$ cat config.mk
export PLATFORM = sky130hd
export DESIGN_NAME = rtc_alarm_irq
export DESIGN_NICKNAME = d
export VERILOG_FILES = /design/src/rtl/rtc_irq_pkg.sv /design/src/rtl/rtc_alarm_bank.sv /design/src/rtl/rtc_flag_bit.sv /design/src/rtl/rtc_irq_merge.sv /design/src/rtl/rtc_alarm_irq.sv
export SDC_FILE = /design/constraint.sdc
export NUM_CORES = 1
export LEC_CHECK = 0
export BUFFER_PORTS_ARGS = -buffer_cell sky130_fd_sc_hd__buf_2
export CORE_ASPECT_RATIO = 1.1
export CORE_UTILIZATION = 41
export DETAILED_ROUTE_END_ITERATION = 8
export PLACE_DENSITY = 0.75
export REMOVE_ABC_BUFFERS = 1
export SLEW_MARGIN = 20
export SYNTH_ARGS = -nofsm -noshare
export SYNTH_HDL_FRONTEND = slang
export SYNTH_SLANG_ARGS = --single-unit
export TNS_END_PERCENT = 50
$ cat constraint.sdc
create_clock -name clk -period 1.3 [get_ports clk]
set_clock_uncertainty 0.2 [all_clocks]
set_input_delay 0.065 -clock clk [delete_from_list [all_inputs] [get_ports clk]]
set_output_delay 0.065 -clock clk [all_outputs]
set_load 0.005 [all_outputs]
$ cat src/rtl/rtc_irq_pkg.sv
package rtc_irq_pkg;
  localparam int FIELD_W    = 8;
  localparam int NUM_FIELDS = 3;
  localparam int SEL_W      = $clog2(NUM_FIELDS + 1);
  localparam int NUM_FLAGS  = 3;
  localparam int STAT_W     = 8;

  // Bit positions in the status byte; software decodes these.
  localparam int POS_IRQF = 7;
  localparam int POS_PF   = 6;
  localparam int POS_AF   = 5;
  localparam int POS_UF   = 4;

  // Index of each flag inside the packed flag vector.
  typedef enum logic [1:0] {
    FLG_UF = 2'd0,
    FLG_AF = 2'd1,
    FLG_PF = 2'd2
  } flag_idx_e;
endpackage

$ cat src/rtl/rtc_alarm_bank.sv
module rtc_alarm_bank #(
  parameter int FW = 8,
  parameter int NF = 3,
  parameter int SW = 2
) (
  input  logic                  clk,
  input  logic                  rst_n,
  input  logic                  wr_en,
  input  logic [SW-1:0]         wr_sel,
  input  logic [FW-1:0]         wr_data,
  input  logic [NF-1:0][FW-1:0] now,
  output logic                  hit
);
  localparam logic [1:0] WILD = 2'b11;

  logic [NF-1:0][FW-1:0] alarm_q;
  logic [NF-1:0]         field_hit;

  for (genvar i = 0; i < NF; i++) begin : g_field
    always_ff @(posedge clk) begin
      if (!rst_n) begin
        alarm_q[i] <= '0;
      end else if (wr_en && (wr_sel == SW'(i))) begin
        alarm_q[i] <= wr_data;
      end
    end

    // A byte with both top bits set is a don't-care; otherwise all bits compare.
    always_comb begin
      field_hit[i] = (alarm_q[i][FW-1 -: 2] == WILD) || (alarm_q[i] == now[i]);
    end
  end

  assign hit = &field_hit;
endmodule

$ cat src/rtl/rtc_flag_bit.sv
module rtc_flag_bit (
  input  logic clk,
  input  logic rst_n,
  input  logic set,
  input  logic clr,
  output logic q
);
  // A set arriving with the clear wins, so no event is lost on a read.
  always_ff @(posedge clk) begin
    if (!rst_n) q <= 1'b0;
    else        q <= set | (q & ~clr);
  end
endmodule

$ cat src/rtl/rtc_irq_merge.sv
module rtc_irq_merge #(
  parameter int N = 3
) (
  input  logic [N-1:0] flags,
  input  logic [N-1:0] enables,
  output logic         any
);
  assign any = |(flags & enables);
endmodule

$ cat src/rtl/rtc_alarm_irq.sv
module rtc_alarm_irq
  import rtc_irq_pkg::*;
(
  input  logic               clk,
  input  logic               rst_n,
  input  logic [FIELD_W-1:0] time_sec,
  input  logic [FIELD_W-1:0] time_min,
  input  logic [FIELD_W-1:0] time_hour,
  input  logic               alm_wr_en,
  input  logic [SEL_W-1:0]   alm_wr_sel,
  input  logic [FIELD_W-1:0] alm_wr_data,
  input  logic               en_per,
  input  logic               en_alm,
  input  logic               en_upd,
  input  logic               upd_done,
  input  logic               per_tick,
  input  logic               stat_rd,
  output logic [STAT_W-1:0]  stat_q,
  output logic               irq
);
  logic [NUM_FIELDS-1:0][FIELD_W-1:0] now_fields;
  logic                               alarm_hit;
  logic [NUM_FLAGS-1:0]               flag_set;
  logic [NUM_FLAGS-1:0]               flag_q;
  logic [NUM_FLAGS-1:0]               flag_en;

  // Field order matches the write select: seconds, minutes, hours.
  assign now_fields = {time_hour, time_min, time_sec};

  rtc_alarm_bank #(
    .FW (FIELD_W),
    .NF (NUM_FIELDS),
    .SW (SEL_W)
  ) u_bank (
    .clk     (clk),
    .rst_n   (rst_n),
    .wr_en   (alm_wr_en),
    .wr_sel  (alm_wr_sel),
    .wr_data (alm_wr_data),
    .now     (now_fields),
    .hit     (alarm_hit)
  );

  always_comb begin
    flag_set         = '0;
    flag_set[FLG_UF] = upd_done;
    flag_set[FLG_AF] = upd_done & alarm_hit;
    flag_set[FLG_PF] = per_tick;
    flag_en          = '0;
    flag_en[FLG_UF]  = en_upd;
    flag_en[FLG_AF]  = en_alm;
    flag_en[FLG_PF]  = en_per;
  end

  for (genvar f = 0; f < NUM_FLAGS; f++) begin : g_flag
    rtc_flag_bit u_flag (
      .clk   (clk),
      .rst_n (rst_n),
      .set   (flag_set[f]),
      .clr   (stat_rd),
      .q     (flag_q[f])
    );
  end

  rtc_irq_merge #(.N(NUM_FLAGS)) u_merge (
    .flags   (flag_q),
    .enables (flag_en),
    .any     (irq)
  );

  always_comb begin
    stat_q           = '0;
    stat_q[POS_IRQF] = irq;
    stat_q[POS_PF]   = flag_q[FLG_PF];
    stat_q[POS_AF]   = flag_q[FLG_AF];
    stat_q[POS_UF]   = flag_q[FLG_UF];
  end
endmodule

Yosys cells after proc, flatten, opt, wreduce, memory -nomap -nowiden
Cells that the tools add are included.

Input bits: 43. Word-level logic and storage cells: 32. Flip-flop bits (word level): 27. Output and inout port bits: 9.

Equal/unequal tests: 8. Bitwise operators: 9. Reduce and logical (&&, ||, !) cells: 9.

Operators by type and width (number): == test 8 bit (3); == test 2 bit, second input constant (4); bitwise AND 1 bit (4); bitwise AND 3 bit (1); logical AND 1 bit (3); logical OR 1 bit (3); OR 1 bit (3); AND reduction 3 bit (1); OR reduction 3 bit (1); == test 2 x 1 -> 1 bit, second input constant (1); zero test 2 bit (1); NOT 1 bit (1).

Logic depth before layout (Yosys ltp)
Depth in word-level cells: 5. Gate-level depth with buffers: 5. Gate-level depth less buffers: 5.

By module
Synthesis repeated with hierarchy kept, for this count alone.

Cells, all modules: 132. Area, all modules: 1383.8 um^2.

Modules (own cells, without submodules): rtc_alarm_bank (times used 1, area an instance 1198.6 um^2, cells each 114); rtc_flag_bit (times used 3, area an instance 41.3 um^2, cells each 3); rtc_alarm_irq (times used 1, area an instance 47.5 um^2, cells each 7); rtc_irq_merge (times used 1, area an instance 13.8 um^2, cells each 2).

Worst setup path after synthesis
OpenSTA, ideal clock, no wires.

Path kind: register to register. Start point: reg u_bank.alarm_q[14] in the netlist's numbering. End point: reg g_flag[1].u_flag.q. Buffers on the path: 0. Setup time: 87 ps. Data arrival time: 1011 ps. Period minus slack after synthesis: 1298 ps. Slack: 2 ps. Stages on the path, launching flop included: 5. Cell sequence: dfxtp_1 > xor2_1 > nor4_2 > a22oi_1 > o31ai_1.

Word-level cells in the longest chain between the ends: 5. Elaborated cells between the ends (all ways): 6.

Ends and longest elaborated chain: start, declared (RTL line rtc_alarm_bank.sv:16) `logic [NF-1:0][FW-1:0] alarm_q;`; start signal, assigned by index (RTL line rtc_alarm_bank.sv:24) `alarm_q[i] <= wr_data;`; == test 8 bit or == test 2 bit (tied branches) (RTL line rtc_alarm_bank.sv:30) `field_hit[i] = (alarm_q[i][FW-1 -: 2] == WILD) || (alarm_q[i] == now[i]);`; logical OR 1 bit (*) (RTL line rtc_alarm_bank.sv:30); AND reduction 3 bit (*) (RTL line rtc_alarm_bank.sv:34) `assign hit = &field_hit;`; bitwise AND 1 bit (*) (RTL line rtc_alarm_irq.sv:47) `flag_set[FLG_AF] = upd_done & alarm_hit;`; OR 1 bit (*) (RTL line rtc_flag_bit.sv:11) `else q <= set | (q & ~clr);`; end signal, assigned (RTL line rtc_flag_bit.sv:11); end, declared (RTL line rtc_flag_bit.sv:6) `output logic q`.

Every way passes the cells marked *; elsewhere a longest branch is shown, timed or not. A chain may end at the register's enable or synchronous reset.

Worst setup path in the final report
Start point: reg g_flag[2].u_flag.q. End point: out irq.

Word-level cells in the longest chain between the ends: 2.

Ends and longest elaborated chain: start, declared (RTL line rtc_flag_bit.sv:6); start signal, assigned (RTL line rtc_flag_bit.sv:11); bitwise AND 3 bit (RTL line rtc_irq_merge.sv:8) `assign any = |(flags & enables);`; OR reduction 3 bit (RTL line rtc_irq_merge.sv:8); end, declared (RTL line rtc_alarm_irq.sv:19) `output logic irq`.

No other way between the ends.

==> metrics.md <==
| Metric | Value |
|---|---|
| Placement row count | `21` |
| Num Clock Sinks | `27` |
| Critical register-to-register path endpoint | `g_flag[1].u_flag.q$_SDFF_PN0_` |
| Die boundary width | `57.5 microns` |
| Chip height | `63.0 microns` |
| Power share of the sequential group | `0.576` |
| Clk Tree Root Cell | `sky130_fd_sc_hd__clkbuf_4` |
| Number of hold buffers added after cts | `12` |
| Share of total power in combinational logic | `0.195` |
| Adder and majority gate portion of the synthesized area | `0` |
| Category of the worst setup path launch point | `register` |
| Count of antenna diodes in the layout | `0` |
| Final period demand of the worst path | `1430 ps` |
| Cell area after synthesis | `1390 sq um` |
| Library cell contributing the largest single delay on the critical path | `sky130_fd_sc_hd__dfxtp_1` |
| Drt initial violations | `29` |
| Launch point of the worst reg-to-reg path | `u_bank.alarm_q[10]$_SDFFE_PN0P_` |
| Switching part of the total power | `0.245` |
| RSZ-0062 raised after global routing | `true` |
| Die outline area | `3620 sq um` |
| Maximum level of the CTS H-tree | `1` |
| Depth of the most critical reg-to-reg path | `4` |
| Number of global-route vias before repair | `1152` |
| VDD IR-drop max | `372 uV` |
| Fraction of synthesized cell area in xor and xnor cells | `0.151` |
| Leading cell types in the layout, fill and taps excluded | `47 x sky130_fd_sc_hd__buf_2, 26 x sky130_fd_sc_hd__nor2b_1, 24 x sky130_fd_sc_hd__mux2i_1` |
| Clock latency on the worst-skew pair | `310 ps` |
| Initial antenna violation count | `0` |
| Worst stage delay on the critical path | `350 ps` |
| Area growth from synthesis to final layout | `33.5%` |
| Power density relative to cell area | `823 nW/um^2` |
| Syn avg cell area | `10.2 sq um` |
| Number of synthesized flops with an enable pin | `0` |
| Origin of the worst min-delay path | `time_hour[6]` |
| Clock network fraction of total power | `0.229` |
| Number of different library cells in the post-synthesis netlist | `22` |
| WHS Endpoint | `g_flag[1].u_flag.q$_SDFF_PN0_` |
| Fmax achieved | `698 MHz` |
| Routed wirelength normalized by instance count | `12.8 microns` |
| Pin count of the biggest net entering global routing | `21` |
| Layout cells sized above 1 | `0.358` |
| Initial core utilization | `0.444` |
| Cell count after synthesis | `136` |
| Standard cell core area | `3130 sq um` |
| DRT Pass-1 Iters | `8` |
| Final critical-path share of the clock period | `1.10` |
| Via count of the routed design | `1131` |
| Detailed-route vias per instance | `4.81` |
| Critical-path maximum fanout | `3` |
| Arrival time reported for the critical path endpoint | `1170 ps` |
| Internal Power | `1150 uW` |
| Routability Congestion | `0.774` |
| Net count reported at finish | `245` |
| Clock transition at the registers of the reported paths | `140 ps` |
| Fraction of the mapped netlist area in simple logic gates | `0.181` |
| Max-cap check violation count | `0` |
| Required time at the worst-slack endpoint | `1030 ps` |
| Post-route design area | `1850 sq um` |
| Clock buffer count from CTS | `3` |
| Placed cell area | `1680 sq um` |
| CTS tree | `done` |
| Flip-flop cell with the highest count after synthesis | `sky130_fd_sc_hd__dfxtp_1` |
| Global-route wire length before repair | `4820 microns` |
| Leak Pwr | `0.000895 uW` |
| Antenna-violating nets left | `0` |
| CP Cell Sequence | `a222oi_1 > inv_1 > buf_2` |
| Kind of path behind the tightest hold check | `in2reg` |
| Mux cell area share after synthesis | `0.173` |
| Failing checks | `DRC, setup timing` |
| IO Pins | `52` |
| Number of endpoints failing setup at the final stage | `3` |
| HPWL after detailed placement | `2280 microns` |
| Final Max Slew Viols | `0` |
| Fraction of the yosys area taken by sequential cells | `0.389` |
| GR Util All Layers | `0.171` |
| Port Buf Inserts | `47` |
| Result of the run | `finished, violations left` |
| Most common cell after layout, fill and taps aside | `sky130_fd_sc_hd__buf_2` |
| Count of synthesis-stage warnings from yosys | `0` |
| Total wire length | `3000 microns` |
| Compound-cell area share of the yosys netlist | `0.0378` |
| Worst-case register-to-register setup slack | `-130 ps` |
| Global route total overflow | `0` |
| Cell type with the largest total area after synthesis | `sky130_fd_sc_hd__dfxtp_1` |
| Setup WS post-layout | `-133 ps` |
| Reported net switching power | `374 uW` |
| Synth Register Bits | `27` |
| Cell types with the largest area share after synthesis | `sky130_fd_sc_hd__dfxtp_1 39%, sky130_fd_sc_hd__mux2i_1 17%, sky130_fd_sc_hd__nor2b_1 12%, sky130_fd_sc_hd__xor2_1 10%, sky130_fd_sc_hd__xnor2_1 5.0%` |
| Hold depth | `6` |
| Number of buffers between clock root and the deepest sink | `2` |
| Post-route setup TNS | `-399 ps` |
| Category of the worst setup path capture point | `output port` |
| DRC | `4` |
| Main combinational cell family by area after synthesis | `simple AND/OR/NAND/NOR gates` |
| Crit path kind | `reg2out` |
| Proportion of synthesized flip-flops having asynchronous set or reset | `0` |
| Hold Vio Cnt, Final | `0` |
| Proportion of netlist area held by the largest area contributor | `0.389` |
[repair_timing]
action                                  CTS  global route
setup buffers                             1             0
resized for setup                         5             3
endpoints found under the setup margin    3             3
pin swaps                                 4             2
gates cloned                              0             0
hold endpoints to repair                 27             1
[critical path, delay by kind of cell (launching register included)]
family	cells	cell delay, ps
flops	1	350
buf+inv	2	210
compound gates	1	290
[flip-flops by register name (all words and copies together), names as in the netlist]
signal           count
u_bank.alarm_q      24
g_flag.u_flag.q      3
[per-layer routing]
layer	vias to the layer above	part of all wire	wire length, microns	GRT usage
li1	575	-	-	-
met1	522	0.42	1260	0.194
met2	32	0.53	1590	0.323
met3	2	0.042	126	0.0248
met4	0	0.0063	19	0.0457
met5	-	0	0	0
[power groups by stage]
stage / combinational (uW) / sequential (uW) / clock (uW)
after floorplan: 130 / 893 / 0
after global placement: 260 / 894 / 0
after detailed placement: 266 / 896 / 0
after CTS: 299 / 878 / 372
after global routing: 328 / 882 / 407
final: 297 / 878 / 350
[metrics by stage]
step | utilization | power (uW) | hold WS, ps | instances | setup WS [ps]
after floorplan | - | 1020 | -17.5 | 125 | -315
after global placement | 0.538 | 1150 | 75.4 | 218 | -151
after detailed placement | 0.538 | 1160 | 82.9 | 218 | -237
after CTS | 0.592 | 1550 | 7.75 | 235 | -151
after global routing | 0.593 | 1620 | -3.32 | 235 | -203
final | 0.593 | 1530 | 2.07 | 235 | -133
[Yosys cell counts (2+ instances only)]
cell type                  instances
sky130_fd_sc_hd__o21a_1            2
sky130_fd_sc_hd__nand3b_1          3
sky130_fd_sc_hd__buf_4             8
sky130_fd_sc_hd__nand4_1           2
sky130_fd_sc_hd__buf_2             3
sky130_fd_sc_hd__xor2_1           16
sky130_fd_sc_hd__a22oi_1           2
sky130_fd_sc_hd__clkbuf_1          3
sky130_fd_sc_hd__mux2i_1          24
sky130_fd_sc_hd__dfxtp_1          27
sky130_fd_sc_hd__nor4_1            2
sky130_fd_sc_hd__nor2b_1          26
sky130_fd_sc_hd__xnor2_1           8
sky130_fd_sc_hd__nor4_2            2
[layout make-up]
type / count / area, sq um
inverter: 1 / 3.75
sequential: 27 / 547
multi-input combinational: 97 / 782
timing repair buffer: 72 / 453
tap: 34 / 42.5
fill: 280 / 1270
clock buffer: 4 / 26.3
[kinds of logic (layout without fill, tap and decap cells)]
kind of cell / Yosys count / count (layout)
multiplexers: 24 / 24
AO/OA/AOI/OAI: 7 / 7
XOR/XNOR: 24 / 24
other: 1 / 4
AND/OR/NAND/NOR: 38 / 38
buffers and inverters: 15 / 77
flip-flops: 27 / 27
[worst max-delay path by stage]
stage / startpoint / to / slack, ps
3_3_place_gp: u_bank.alarm_q[1]$_SDFFE_PN0P_ / g_flag[1].u_flag.q$_SDFF_PN0_ / -150
4_1_cts: g_flag[1].u_flag.q$_SDFF_PN0_ / stat_q[7] / -150
3_5_place_dp: u_bank.alarm_q[1]$_SDFFE_PN0P_ / g_flag[1].u_flag.q$_SDFF_PN0_ / -240
5_1_grt: g_flag[2].u_flag.q$_SDFF_PN0_ / stat_q[7] / -200
2_1_floorplan: alm_wr_sel[1] / u_bank.alarm_q[0]$_SDFFE_PN0P_ / -320
6_report: g_flag[2].u_flag.q$_SDFF_PN0_ / irq / -130
Power figures use the tool's default switching activity.
